[config.mk]
export PLATFORM = sky130hd
export DESIGN_NAME = frac_baud_gen
export DESIGN_NICKNAME = d
export VERILOG_FILES = /design/src/rtl/frac_baud_pkg.sv /design/src/rtl/frac_baud_prediv.sv /design/src/rtl/frac_baud_pair_fsm.sv /design/src/rtl/frac_baud_accum.sv /design/src/rtl/frac_baud_gen.sv
export SDC_FILE = /design/constraint.sdc
export NUM_CORES = 1
export LEC_CHECK = 0
export CORE_MARGIN = 2
export CORE_UTILIZATION = 35
export CTS_BUF_LIST = sky130_fd_sc_hd__clkbuf_2
export DETAILED_ROUTE_END_ITERATION = 10
export SLEW_MARGIN = 20
export SYNTH_ARGS = -nofsm -noshare
export SYNTH_HDL_FRONTEND = slang
export SYNTH_HIERARCHICAL = 1
export SYNTH_SLANG_ARGS = --single-unit
export TNS_END_PERCENT = 100
[constraint.sdc]
create_clock -name clk -period 9.7 [get_ports clk]
set_input_delay 1.94 -clock clk [delete_from_list [all_inputs] [get_ports clk]]
set_output_delay 1.94 -clock clk [all_outputs]
set_load 0.005 [all_outputs]
[src/rtl/frac_baud_pkg.sv]
package frac_baud_pkg;

    // Register slot selected by the write port.
    typedef enum logic [1:0] {
        SLOT_PRESEL = 2'd0,
        SLOT_NUM    = 2'd1,
        SLOT_DEN    = 2'd2,
        SLOT_NONE   = 2'd3
    } slot_e;

    // Pair-loading state machine.
    typedef enum logic {
        PAIR_IDLE  = 1'b0,
        PAIR_ARMED = 1'b1
    } pair_state_e;

    localparam logic [2:0] PRESEL_RESET = 3'd5;   // divide by 1

    // Fixed pre-divider table: the code order is part of the behaviour.
    function automatic logic [2:0] prediv_count(input logic [2:0] code);
        logic [2:0] r;
        unique case (code)
            3'd0:    r = 3'd6;
            3'd1:    r = 3'd5;
            3'd2:    r = 3'd4;
            3'd3:    r = 3'd3;
            3'd4:    r = 3'd2;
            3'd5:    r = 3'd1;
            3'd6:    r = 3'd7;
            default: r = 3'd1;
        endcase
        return r;
    endfunction

endpackage

[src/rtl/frac_baud_prediv.sv]
module frac_baud_prediv
    import frac_baud_pkg::*;
#(
    parameter int CODE_W = 3
) (
    input  logic              clk,
    input  logic              rst_n,
    input  logic              ref_en,
    input  logic              restart,
    input  logic [CODE_W-1:0] code,
    output logic              pd_en
);

    logic [2:0] count_q;
    logic [2:0] ratio;
    logic       at_last;

    always_comb begin
        ratio   = prediv_count(code[2:0]);
        at_last = (count_q == (ratio - 3'd1));
        pd_en   = ref_en && at_last;
    end

    always_ff @(posedge clk) begin
        if (!rst_n || restart) begin
            count_q <= '0;
        end else if (ref_en) begin
            count_q <= at_last ? 3'd0 : count_q + 3'd1;
        end
    end

endmodule

[src/rtl/frac_baud_pair_fsm.sv]
module frac_baud_pair_fsm
    import frac_baud_pkg::*;
#(
    parameter int RATIO_W = 16,
    parameter int CODE_W  = 3
) (
    input  logic               clk,
    input  logic               rst_n,
    input  logic               wr_en,
    input  logic [1:0]         wr_sel,
    input  logic [RATIO_W-1:0] wr_data,
    output logic [CODE_W-1:0]  presel,
    output logic               presel_wr,
    output logic [RATIO_W-1:0] act_num,
    output logic [RATIO_W-1:0] act_den,
    output logic               pair_load
);

    localparam logic [RATIO_W-1:0] NUM_RESET = RATIO_W'(15);
    localparam logic [RATIO_W-1:0] DEN_RESET = RATIO_W'(15);

    pair_state_e state_q, state_d;
    slot_e       slot;
    logic        wr_num, wr_den;
    logic [RATIO_W-1:0] pend_num_q, pend_den_q;

    always_comb begin
        slot      = slot_e'(wr_sel);
        wr_num    = wr_en && (slot == SLOT_NUM);
        wr_den    = wr_en && (slot == SLOT_DEN);
        presel_wr = wr_en && (slot == SLOT_PRESEL);
    end

    // State register
    always_ff @(posedge clk) begin
        if (!rst_n) state_q <= PAIR_IDLE;
        else        state_q <= state_d;
    end

    // Next state
    always_comb begin
        state_d = state_q;
        unique case (state_q)
            PAIR_IDLE: begin
                if (wr_num) state_d = PAIR_ARMED;
            end
            PAIR_ARMED: begin
                if (wr_en) state_d = wr_num ? PAIR_ARMED : PAIR_IDLE;
            end
        endcase
    end

    // Outputs of the machine
    always_comb begin
        pair_load = 1'b0;
        unique case (state_q)
            PAIR_IDLE:  pair_load = 1'b0;
            PAIR_ARMED: pair_load = wr_den;
        endcase
    end

    // Register storage
    always_ff @(posedge clk) begin
        if (!rst_n) begin
            presel     <= CODE_W'(PRESEL_RESET);
            pend_num_q <= NUM_RESET;
            pend_den_q <= DEN_RESET;
            act_num    <= NUM_RESET;
            act_den    <= DEN_RESET;
        end else begin
            if (presel_wr) presel     <= wr_data[CODE_W-1:0];
            if (wr_num)    pend_num_q <= wr_data;
            if (wr_den)    pend_den_q <= wr_data;
            if (pair_load) begin
                act_num <= pend_num_q;
                act_den <= wr_data;
            end
        end
    end

endmodule

[src/rtl/frac_baud_accum.sv]
module frac_baud_accum #(
    parameter int RATIO_W = 16,
    parameter int OVS     = 16
) (
    input  logic               clk,
    input  logic               rst_n,
    input  logic               clear,
    input  logic               pd_en,
    input  logic [RATIO_W-1:0] num_reg,
    input  logic [RATIO_W-1:0] den_reg,
    output logic               tick,
    output logic               strobe
);

    localparam int AW   = RATIO_W + 1;
    localparam int PH_W = $clog2(OVS);
    localparam logic [PH_W-1:0] PH_LAST = PH_W'(OVS - 1);

    logic [AW-1:0]   acc_q;
    logic [PH_W-1:0] phase_q;
    logic [AW-1:0]   num_t, den_t, num_eff;
    logic [AW:0]     sum, rem;
    logic            hit;

    always_comb begin
        num_t   = {1'b0, num_reg} + AW'(1);
        den_t   = {1'b0, den_reg} + AW'(1);
        num_eff = (num_t > den_t) ? den_t : num_t;
        sum     = {1'b0, acc_q} + {1'b0, num_eff};
        rem     = sum - {1'b0, den_t};
        hit     = (sum >= {1'b0, den_t});
    end

    always_ff @(posedge clk) begin
        if (!rst_n || clear) begin
            acc_q   <= '0;
            phase_q <= '0;
            tick    <= 1'b0;
            strobe  <= 1'b0;
        end else begin
            tick   <= pd_en && hit;
            strobe <= pd_en && hit && (phase_q == PH_LAST);
            if (pd_en) begin
                acc_q <= hit ? rem[AW-1:0] : sum[AW-1:0];
                if (hit) phase_q <= (phase_q == PH_LAST) ? '0 : phase_q + PH_W'(1);
            end
        end
    end

endmodule

[src/rtl/frac_baud_gen.sv]
module frac_baud_gen #(
    parameter int RATIO_W = 16,
    parameter int CODE_W  = 3,
    parameter int OVS     = 16
) (
    input  logic               clk,
    input  logic               rst_n,
    input  logic               ref_en,
    input  logic               wr_en,
    input  logic [1:0]         wr_sel,
    input  logic [RATIO_W-1:0] wr_data,
    output logic               tick16,
    output logic               bit_strobe
);

    logic [CODE_W-1:0]  presel_r;
    logic               presel_wr;
    logic [RATIO_W-1:0] act_num_r, act_den_r;
    logic               pair_load;
    logic               pd_restart;
    logic               pd_en;

    assign pd_restart = pair_load || presel_wr;

    frac_baud_pair_fsm #(.RATIO_W(RATIO_W), .CODE_W(CODE_W)) u_pair (
        .clk       (clk),
        .rst_n     (rst_n),
        .wr_en     (wr_en),
        .wr_sel    (wr_sel),
        .wr_data   (wr_data),
        .presel    (presel_r),
        .presel_wr (presel_wr),
        .act_num   (act_num_r),
        .act_den   (act_den_r),
        .pair_load (pair_load)
    );

    frac_baud_prediv #(.CODE_W(CODE_W)) u_prediv (
        .clk     (clk),
        .rst_n   (rst_n),
        .ref_en  (ref_en),
        .restart (pd_restart),
        .code    (presel_r),
        .pd_en   (pd_en)
    );

    frac_baud_accum #(.RATIO_W(RATIO_W), .OVS(OVS)) u_accum (
        .clk     (clk),
        .rst_n   (rst_n),
        .clear   (pair_load),
        .pd_en   (pd_en),
        .num_reg (act_num_r),
        .den_reg (act_den_r),
        .tick    (tick16),
        .strobe  (bit_strobe)
    );

endmodule

# Word-level counts from Yosys, hierarchy flattened
# Cells that the tools add are included.
dict set report totals {
  latch_bits 0
  elab_cells 51
  ff_bits 78
  n_memories 0
  output_inout_bits 2
  inputBits 22
  mem_bits_rw 0
  mem_bits_ro 0
}
dict set report classes {
  bitwise 1
  reduce_logical 13
  n_addsub 7
  magnitude_cmp 2
  n_mul 0
  shifts 0
  div 0
  muxes 9
  n_eq_ne 9
}
# operator count
set op_table {}
lappend op_table {{16-bit by 1-bit adder with 17-bit output (second input constant)} 2}
lappend op_table {{17-bit two-way mux} 2}
lappend op_table {{17-bit by 17-bit adder with 18-bit output} 1}
lappend op_table {{18-bit by 17-bit greater-or-equal comparator with 1-bit output} 1}
lappend op_table {{3-bit one-hot mux with 6 select lines} 1}
lappend op_table {{17-bit > comparator} 1}
lappend op_table {{17-bit subtractor} 1}
lappend op_table {{3-bit by 2-bit == test with 1-bit output (second input constant)} 2}
lappend op_table {{3-bit == test (second input constant)} 2}
lappend op_table {{1-bit logical AND} 6}
lappend op_table {{4-bit by 1-bit adder with 4-bit output (second input constant)} 1}
lappend op_table {{4-bit == test (second input constant)} 1}
lappend op_table {{4-bit two-way mux} 1}
lappend op_table {{1-bit one-hot mux with 2 select lines} 2}
lappend op_table {{3-bit by 1-bit adder with 3-bit output (second input constant)} 1}
lappend op_table {{3-bit by 1-bit == test with 1-bit output (second input constant)} 1}
lappend op_table {{3-bit == test} 1}
lappend op_table {{3-bit logical NOT} 1}
lappend op_table {{1-bit logical OR} 3}
lappend op_table {{3-bit two-way mux} 1}
lappend op_table {{3-bit by 1-bit subtractor with 3-bit output (second input constant)} 1}
lappend op_table {{2-bit by 1-bit == test with 1-bit output (second input constant)} 1}
lappend op_table {{2-bit == test (second input constant)} 1}
lappend op_table {{2-bit logical NOT} 1}
lappend op_table {{other kinds (4)} 5}

# Depth between registers and ports, before layout
# Gate-level depths: netlist (run 1).
dict set report depth {
  ltp_word 7
  depth_mapped 35
  mapped_depth_nobuf 33
}

# Cells and area by module
# Netlist (run 1), hierarchy kept.
# module seq_area_each_um2 area_per_inst_um2 cells_per_inst n_inst
set by_module_without_submodules {}
lappend by_module_without_submodules {frac_baud_accum 460.4 3723.6 473 1}
lappend by_module_without_submodules {frac_baud_pair_fsm 1041.0 2026.9 192 1}
lappend by_module_without_submodules {frac_baud_prediv 60.1 271.5 29 1}
lappend by_module_without_submodules {frac_baud_gen 0.0 6.3 1 1}

# Least setup slack after synthesis (run 1)
# OpenSTA, ideal clock, no wires.
dict set report synth_timing {
  path_type {reg-to-reg}
  from {register u_pair.act_den[2]}
  to {register u_accum.acc_q[9]}
  n_path_buf 2
  arrival_ns 6.558
  slack_ns 3.009
  setup_ns 0.132
  stages_incl_launch_ff 34
  required_time_ns 9.568
  period_less_slack_ns 6.691
  path_cell_list {dfxtp_1 > nand3_1 > nor2_1 > nand3_1 > xor2_1 > ha_1 > a21oi_1 > o211ai_1 > o221a_2 > maj3_1 > a221oi_1 > o21ai_1 > nand2_1 > mux2i_1 > ha_1 > inv_1 > fa_1 > nand2b_1 > a21oi_1 > a211oi_1 > xnor2_1 > ha_1 > nand4_1 > a21oi_1 > o41ai_1 > nand2_1 > o211ai_2 > maj3_2 > o21ai_2 > a21oi_2 > buf_6 > buf_6 > mux2i_1 > a21oi_1}
}
dict set report synth_between {
  elab_chain_len 6
  elab_cells_between_ends 7
  classes_between {add/sub: 3; order compare: 2; mux: 2}
}
# item line
set synth_rtl {}
lappend synth_rtl {{start, declared} frac_baud_pair_fsm.sv:15} ;# output logic [RATIO_W-1:0] act_den,
lappend synth_rtl {{start signal, assigned} frac_baud_pair_fsm.sv:76} ;# act_den <= wr_data;
lappend synth_rtl {{16-bit by 1-bit adder with 17-bit output (*)} frac_baud_accum.sv:27} ;# den_t = {1'b0, den_reg} + AW'(1);
lappend synth_rtl {{17-bit > comparator} frac_baud_accum.sv:28} ;# num_eff = (num_t > den_t) ? den_t : num_t;
lappend synth_rtl {{17-bit two-way mux} frac_baud_accum.sv:28}
lappend synth_rtl {{17-bit by 17-bit adder with 18-bit output} frac_baud_accum.sv:29} ;# sum = {1'b0, acc_q} + {1'b0, num_eff};
lappend synth_rtl {{17-bit subtractor / 18-bit by 17-bit greater-or-equal comparator with 1-bit output (equally long branches)} {frac_baud_accum.sv:30, frac_baud_accum.sv:31}}
lappend synth_rtl {{17-bit two-way mux (*)} frac_baud_accum.sv:44} ;# acc_q <= hit ? rem[AW-1:0] : sum[AW-1:0];
lappend synth_rtl {{end signal, assigned} frac_baud_accum.sv:44}
lappend synth_rtl {{end, declared} frac_baud_accum.sv:19} ;# logic [AW-1:0] acc_q;
# Every way passes the cells marked *; elsewhere a longest branch is shown, timed or not.
# A chain may end at the register's enable or synchronous reset.

# Worst setup path after layout (run 1)
dict set report layout_timing {
  from {register u_pair.act_den[2]}
  to {register u_accum.phase_q[1]}
}
dict set report layout_between {
  elab_chain_len 6
}
# item line
set layout_rtl {}
lappend layout_rtl {{16-bit by 1-bit adder with 17-bit output (*)} frac_baud_accum.sv:27}
lappend layout_rtl {{17-bit > comparator} frac_baud_accum.sv:28}
lappend layout_rtl {{17-bit two-way mux} frac_baud_accum.sv:28}
lappend layout_rtl {{17-bit by 17-bit adder with 18-bit output} frac_baud_accum.sv:29}
lappend layout_rtl {{18-bit by 17-bit greater-or-equal comparator with 1-bit output (*)} frac_baud_accum.sv:31} ;# hit = (sum >= {1'b0, den_t});
lappend layout_rtl {{2-bit AND reduction (no line) (*)} n/a}
lappend layout_rtl {{end signal, assigned} frac_baud_accum.sv:45} ;# if (hit) phase_q <= (phase_q == PH_LAST) ? '0 : phase_q + PH_W'(1);
lappend layout_rtl {{end, declared} frac_baud_accum.sv:20} ;# logic [PH_W-1:0] phase_q;
# Marked as above.

==> flow_results.org, run 1 <==
** Synthesis
- Leading area contributor after synthesis :: sky130_fd_sc_hd__dfxtp_1
- Synth Flop Type :: sky130_fd_sc_hd__dfxtp_1
- Average footprint of a synthesized cell :: 8.67 um2
- Proportion of netlist area held by the largest area contributor :: about 26%
- Synthesis handed over a netlist of 695 instances.
- Sorting the synthesized cells by area gives the leading types as sky130_fd_sc_hd__dfxtp_1, sky130_fd_sc_hd__mux2i_1, sky130_fd_sc_hd__ha_1.
- Warnings, synthesis :: 6
- For this run, the register share of the synthesized area comes to 25.9%.
- Yosys mapped a number of flops with a built-in enable equal to 0.
- Share of synthesized flip-flops with an asynchronous set or reset :: 0%
- In this run, synthesis produced a sequential element count of 78.
- Sorting the synthesized cells by how often they occur yields sky130_fd_sc_hd__dfxtp_1, sky130_fd_sc_hd__nand2_1, sky130_fd_sc_hd__mux2i_1.
- Counting every net in the synthesized netlist gives about 770.
- The netlist uses 72 different library cells.
- After synthesis the cells add up to 6030 um2.

** Route
- Highest metal used :: met4
- Antenna-violating nets left :: 0
- Vias after detailed routing :: around 4900
- For this block, wires on met1 add up to 7.26 mm.
- Routed length on met3 :: 522 um
- After detailed routing, the average wire length per cell comes to 14.7 um.
- Wire length after detailed routing :: 13.7 mm
- Routed length on met2 :: 5.72 mm
- After detailed routing, the number of remaining DRC violations is 0.
- 1st-iter DRT viols :: 320
- Dividing the detail-routed via count by the number of cells gives 5.26.
- The first detailed-routing pass took 5 iterations.

** Setup path
- In this run the register-to-register setup slack is 1.84 ns.
- Number of cells on the critical path :: 33
- Master of the slowest instance on the critical path :: sky130_fd_sc_hd__o41ai_1
- Crit start category :: flip-flop
- Launch instance of the worst register-to-register path :: u_pair/act_den[2]
- In this run the critical register-to-register path is captured at u_accum/phase_q[1].
- The worst setup path is of the reg -> reg kind.
- Top fanout value on the critical path :: 29
- Data arrival time at the worst-slack endpoint :: 8.38 ns
- Crit path max-delay family :: compound AO/OA/AOI/OAI gates
- For the worst flop-to-flop path, the logic depth is 33.
- In this design, the stage delay of the slowest critical-path cell is about 0.53 ns.
- Critical Path Sink Type :: flip-flop
- Number of buffers and inverters on the critical path :: 3
- Data required time at the worst endpoint :: 10.22 ns

** Clocking
- For the worst-skew pair, the clock arrives at the later sink with an insertion delay of around 0.60 ns.
- Once the clock tree was built, the setup fixing pass inserted 0 buffers.
- The H-tree was split into 3 levels.
- Post-CTS Hold Buffers :: 0
- CTS saw 78 sinks.
- CTS tree :: built
- The clock passes through at most 2 buffers.
- Clock transition at path regs :: between 0.2 and 0.3 ns
- Counting the buffers created by CTS gives 9.
- In this run, post-CTS repair resized a total of 0 instances.
- Root buffer cell :: sky130_fd_sc_hd__clkbuf_2

** Global route
- Antenna violations before repair :: 0
- Largest net degree at the start of global routing :: 73
- The first global-routing pass estimated between 20 and 25 mm of wire.
- Overall routing resource usage :: approximately 16%
- Remaining Overflow, GRT :: 0
- The number of global-route vias before repair is 4604.

** Placement
- Count of buffers inserted at the top-level ports :: 23
- Setup slack at placement :: 1.97 ns
- After legalization and detailed placement, the total HPWL measured 10.4 mm.
- Routability-driven placement congestion ratio :: between 0.8 and 0.9

** Layout
- Registers take 1560 um2.
- Fill cells in the final layout number 1742.
- Antenna diode count :: 0
- Compared with the post-synthesis result, the final layout area differs by 7.80%.
- The post-route netlist has 5.92% of its cells at a drive strength greater than 1.
- Final #Nets :: 781
- Area taken by multi-input logic gates :: 4190 um2

** Floorplanning
- 24 I/O pins were placed.
- Die H :: 135 um
- Die Outline Area :: between 15000 and 20000 um2
- The die is 135 um wide.
- In this run the core area contains between 40 and 50 standard-cell rows.
- Effective utilization at floorplan :: 36.1%
- In this run the standard cell core region covers 16700 um2.

** STA
- Final Critical Period :: 7.86 ns
- The worst pin sits at a relative slew slack of approximately three fifths.
- The final number of hold-violating endpoints came to 0.
- Static timing analysis puts the maximum clock frequency at 127 MHz.
- Final count of negative-setup-slack endpoints :: 0
- Max Slew Vio Count :: 0
- Final total negative setup slack :: 0 ns
- Slack of the critical path :: 1.84 ns
- Final critical-path share of the clock period :: 81.0%
- Slew @ Worst Pin :: 0.626 ns
- Across the routed clock network, the largest skew measured is between 0.05 and 0.06 ns.
- Setup repair after global routing left no endpoint under its margin.

** Power
- Internal power comes to roughly 760 uW.
- NetSw :: 591 uW
- Share of total power in the clock network :: 14.4%
- Net switching share of the total power :: 43.8%
- Dividing total power by cell area gives a power density of about 210 nW/um2.
- Power share of the sequential group :: 27.2%
- The analysis attributes to cell leakage a power of 2.65 nW.
- Highest ir drop seen on vdd :: roughly 0.00014 V
- Combinational cells account for 58.4% of the total power.

** Min path
- Hold Crit Depth :: 2
- Class of the tightest hold or removal check :: reg -> reg
- Min-Delay Endpoint :: u_pair/act_num[10]
- The worst hold path begins at u_pair/pend_num_q[10].

** Flow run
- Max-cap violations :: 0

** Outcome
- Result of the run :: finished, final reports clean
[per-layer routing]
metal / vias to the layer above / GRT usage [%]
met5: - / 0
met4: 0 / 4.28
met3: 14 / 2.99
met2: 78 / 23.5
met1: 2241 / 23.6
li1: 2556 / -
[registers in the layout (all words and copies together) (netlist names), named ones only]
| signal | count |
|---|---|
| u_accum/strobe | 1 |
| u_pair/presel | 3 |
| u_pair/act_num | 16 |
| u_accum/acc_q | 17 |
| u_accum/tick | 1 |
| u_pair/act_den | 16 |
| u_accum/phase_q | 4 |
| u_pair/pend_num_q | 16 |
| u_prediv/count_q | 3 |
[cell families (layout without fill, tap and decap cells)]
logic type / Yosys count / in the layout / share of synthesized area [%]
buf+inv: 52 / 67 / 4.65
xor+xnor: 66 / 66 / 10.2
flops: 78 / 78 / 25.9
simple gates: 212 / 212 / 18.5
mux: 69 / 69 / 11.5
fa+ha+maj: 57 / 57 / 12.0
compound gates: 161 / 161 / 17.3
[cell type report]
cell class,instances,share of cell area (%)
repair buffers,30,4.27
flip-flops and latches,78,24.0
inverters,21,1.21
clock buffers,9,0.693
multi-input cells,565,64.4
well taps,220,4.24
clock inverters,7,1.12
[cell usage in the layout, fill, tap and decap left out, drive strengths merged, types with 22 or more instances in the layout]
cell	count
o21ai	29
xnor2	39
a21oi	54
nand2	78
inv	22
ha	52
nand3	24
dfxtp	78
clkdlybuf4s50	22
xor2	26
mux2i	67
[worst min-delay path, stage by stage (launching register included)]
cell                      delay, ns
sky130_fd_sc_hd__dfxtp_1       0.34
sky130_fd_sc_hd__nand2_1       0.07
sky130_fd_sc_hd__mux2i_1       0.07
[power by group through the flow]
stage | sequential [mW] | combinational (mW) | clock [mW]
finish | 0.367 | 0.788 | 0.194
detailed placement | 0.373 | 0.777 | 0
global route | 0.372 | 0.881 | 0.212
CTS | 0.367 | 0.782 | 0.202
global placement | 0.373 | 0.782 | 0
floorplan | 0.369 | 0.660 | 0
[through the flow]
| stage | instance area [um2] | instances | power, mW | hold slack (ns) | util (%) |
|---|---|---|---|---|---|
| finish | 6500 | 930 | 1.35 | 0.446 | 38.9 |
| global route | 6500 | 930 | 1.46 | 0.448 | 38.9 |
| CTS | 6500 | 930 | 1.35 | 0.444 | 38.9 |
| detailed placement | 6380 | 914 | 1.15 | 0.463 | 38.2 |
| global placement | 6380 | 914 | 1.15 | 0.460 | 38.2 |
| floorplan | 6030 | 695 | 1.03 | 0.443 | - |
[how the worst max path moves through the flow]
stage                            from            endpoint  slack, ns
floorplan           u_pair/act_den[2]    u_accum/acc_q[9]       3.01
global placement    u_pair/act_den[2]  u_accum/phase_q[2]       2.19
detailed placement  u_pair/act_den[2]  u_accum/phase_q[1]       1.97
CTS                 u_pair/act_den[2]  u_accum/phase_q[1]       1.88
global route        u_pair/act_den[2]  u_accum/phase_q[1]       1.04
finish              u_pair/act_den[2]  u_accum/phase_q[1]       1.84
No activity file was read; power rests on OpenSTA's default activity.
==> run 2, diff against run 1 <==
==> constraint.sdc (replaced) <==
create_clock -name clk -period 7.2 [get_ports clk]
set_input_delay 1.44 -clock clk [delete_from_list [all_inputs] [get_ports clk]]
set_output_delay 1.44 -clock clk [all_outputs]
set_load 0.005 [all_outputs]
==> flow_results.org, run 2 (synthesized netlist as in run 1, its figures left out) <==
** Setup path
- Crit path from :: u_pair/act_den[0]
- Crit path max-delay family :: compound AO/OA/AOI/OAI gates
- For this run, the slowest stage of the critical path takes 0.41 ns.
- Critical Path End :: u_accum/acc_q[8]
- In this run the number of cells on the critical path is 33.
- The startpoint identified for the worst register-to-register timing path is u_pair/act_den[0].
- In this run the register-to-register setup slack is 0.23 ns.
- Counting both buffers and inverters, the worst setup path holds a total of 4.
- Data required time at the worst endpoint :: 7.68 ns
- Startpoint-to-endpoint class of the critical path :: reg -> reg
- Crit start category :: flip-flop
- Counting cells, the worst reg-to-reg path comes to 33.
- The endpoint identified for the worst register-to-register timing path is u_accum/acc_q[8].
- Critical Path Sink Type :: flip-flop
- Data arrival time at the worst-slack endpoint :: 7.46 ns
- On the critical path, the stage with the largest delay is an instance of sky130_fd_sc_hd__dfxtp_4.
- Top fanout value on the critical path :: 14

** Global route
- Most used routing layer in global routing :: met2
- Met1 track demand over resource in global routing :: 21.4%
- Global routing used 25.4% of the available met2 tracks.
- In the global route stage, met3 resource usage came out at 2.88%.
- Entering global routing, the biggest net connects 73 pins.
- Remaining Overflow, GRT :: 0
- Global-route wire length before repair :: 22.9 mm
- Via count of the first global-routing pass :: 4623
- Antenna violations before repair :: 0
- Overall routing resource usage :: 15.7%

** Route
- After detailed routing, the average wire length per cell comes to 15.0 um.
- Using the TritonRoute via totals, the vias-per-cell ratio works out to between 5 and 6.
- The final layout contains routed wiring with a total length of 14.4 mm.
- For this run, the detailed router's first-pass iteration total came to 5.
- Antenna-violating nets left :: 0
- The first routing iteration left 279 violations.
- After detailed routing, the number of remaining DRC violations is 0.
- Across all layers, the routed design uses 5098 vias.

** Floorplanning
- The initial utilization of the core area, before any placement, comes to 36.1%.
- Die H :: 135 um
- Die Outline Area :: 18300 um2
- Number of standard-cell rows in the floorplan :: 47
- In this run the horizontal extent of the chip is 135 um.
- In this run the count of I/O pins placed on the die edge is 24.
- Std-Cell Core Area :: 16700 um2

** Min path
- The worst hold path belongs to the class reg -> reg.
- Hold Crit Depth :: 2
- In this run the most critical hold path is launched from u_pair/pend_num_q[10].

** STA
- The worst pin sits at a relative slew slack of 59.0%.
- Slew @ Worst Pin :: 0.615 ns
- Setup violations remaining at the end of the flow were counted as 0.
- Number of hold-slack violations in the final timing report :: 0
- Final critical-path share of the clock period :: 96.9%
- Max Slew Vio Count :: 0
- Across all setup checks in the final design, the least slack found is 0.227 ns.
- The worst path needs 6.97 ns of the cycle, external delays included.
- Max frequency :: 143 MHz
- Final setup skew :: 0.0360 ns

** Power
- For this design the static power due to leakage is 2.84 nW.
- Highest ir drop seen on vdd :: 0.000138 V
- Power per unit of standard cell area :: ~290 nW/um2

** Layout
- Share of layout cells above drive strength 1 :: 15.2%
- Final instance area :: 6950 um2
- Count of placed standard cells in the final layout, fillers left out :: ~970
- Commonest cells after routing, fill and taps aside :: sky130_fd_sc_hd__nand2_1, sky130_fd_sc_hd__dfxtp_1, sky130_fd_sc_hd__mux2i_1
- Leaving out fill and tap cells, the most frequent cell in the layout is sky130_fd_sc_hd__nand2_1.
- Fraction of the core area covered by cells at the end of the flow :: 41.6%
- Area growth from synthesis to layout :: 15.2%
- Antenna diode count :: 0
- Final #Nets :: 816
- The register with the most flip-flops in the final layout is u_accum/acc_q.
- Flip-flop count of the largest register after layout :: 17

** Placement
- Number of cells in the design after placement :: between 900 and 1000
- The congestion estimate from routability-driven global placement came to 0.869.
- Once placement finished, the instance area stood at 6540 um2.
- Timing analysis after detailed placement gives a worst setup slack of between 0.07 and 0.08 ns.
- Estimated wirelength of the detail-placed design :: 10.5 mm
- Count of buffers inserted at the top-level ports :: 23

** Clocking
- Clock-pin slew was measured on the worst setup and hold paths at 0.25 ns.
- Insertion delay of the later-clocked pin in the worst-skew pair :: 0.58 ns
- TritonCTS built the clock tree.
- In this run the deepest clock path goes through 2 buffers.
- TritonCTS created 9 clock buffers.
- Number of clock sinks :: 78
- Maximum level of the CTS H-tree :: 3
- Root buffer cell :: sky130_fd_sc_hd__clkbuf_2

** Flow run
- Max-cap violations :: 0

** Outcome
- Result of the run :: finished, final reports clean
run 2: changes by cell type in the layout (fill, tap and decap cells not counted), sizes merged:
cell	change
clkbuf	+1
buf	+34
run 2: layout make-up:
type / instances / area (um2)
fillers: 1724 / 9760
multi-input cells: 565 / 4330
flip-flops and latches: 78 / 1580
repair buffers: 65 / 574
well taps: 220 / 275
inverters: 21 / 78.8
clock inverters: 7 / 63.8
clock buffers: 9 / 45.0
run 2: power breakdown:
part / switching [mW] / internal [mW]
Clock: 0.167 / 0.0783
Combinational: 0.672 / 0.605
Sequential: 0.0252 / 0.470
run 2: worst register-to-register path, delay by kind of cell, from the launching register on:
kind | cells | cell delay (ns)
AOI/OAI and AO/OA | 14 | 2.28
adders and majority gates | 7 | 2.23
and+or+nand+nor | 5 | 0.68
buffers and inverters | 4 | 0.50
muxes | 2 | 0.47
DFF | 1 | 0.41
xor gates and xnor gates | 1 | 0.30
run 2: layer usage:
| metal | routed length [um] | vias up |
|---|---|---|
| met4 | 222 | 0 |
| met1 | 7160 | 2339 |
| met2 | 6510 | 98 |
| met3 | 554 | 17 |
| li1 | - | 2644 |
| met5 | 0 | - |
run 2: what timing repair did:
item | 4_1_cts | 5_1_grt
hold buffers | 0 | 0
setup buffers | 0 | 14
setup endpoints to repair | 0 | 23
resized for setup | 0 | 44
run 2: per-stage QoR:
stage	TNS, ns	total power [mW]	hold WS (ns)
floorplan	0	1.39	0.443
global placement	0	1.62	0.458
detailed placement	0	1.61	0.460
CTS	0	1.87	0.453
global route	-1.07	2.16	0.475
finish	0	2.02	0.442
run 2: worst min path at each step:
| stage | to | slack [ns] |
|---|---|---|
| global route | u_pair/act_num[10] | 0.47 |
| finish | u_pair/act_num[10] | 0.44 |
| floorplan | u_pair/pend_num_q[15] | 0.44 |
| global placement | u_pair/pend_num_q[6] | 0.46 |
| CTS | u_pair/act_num[10] | 0.45 |
| detailed placement | u_pair/act_num[11] | 0.46 |
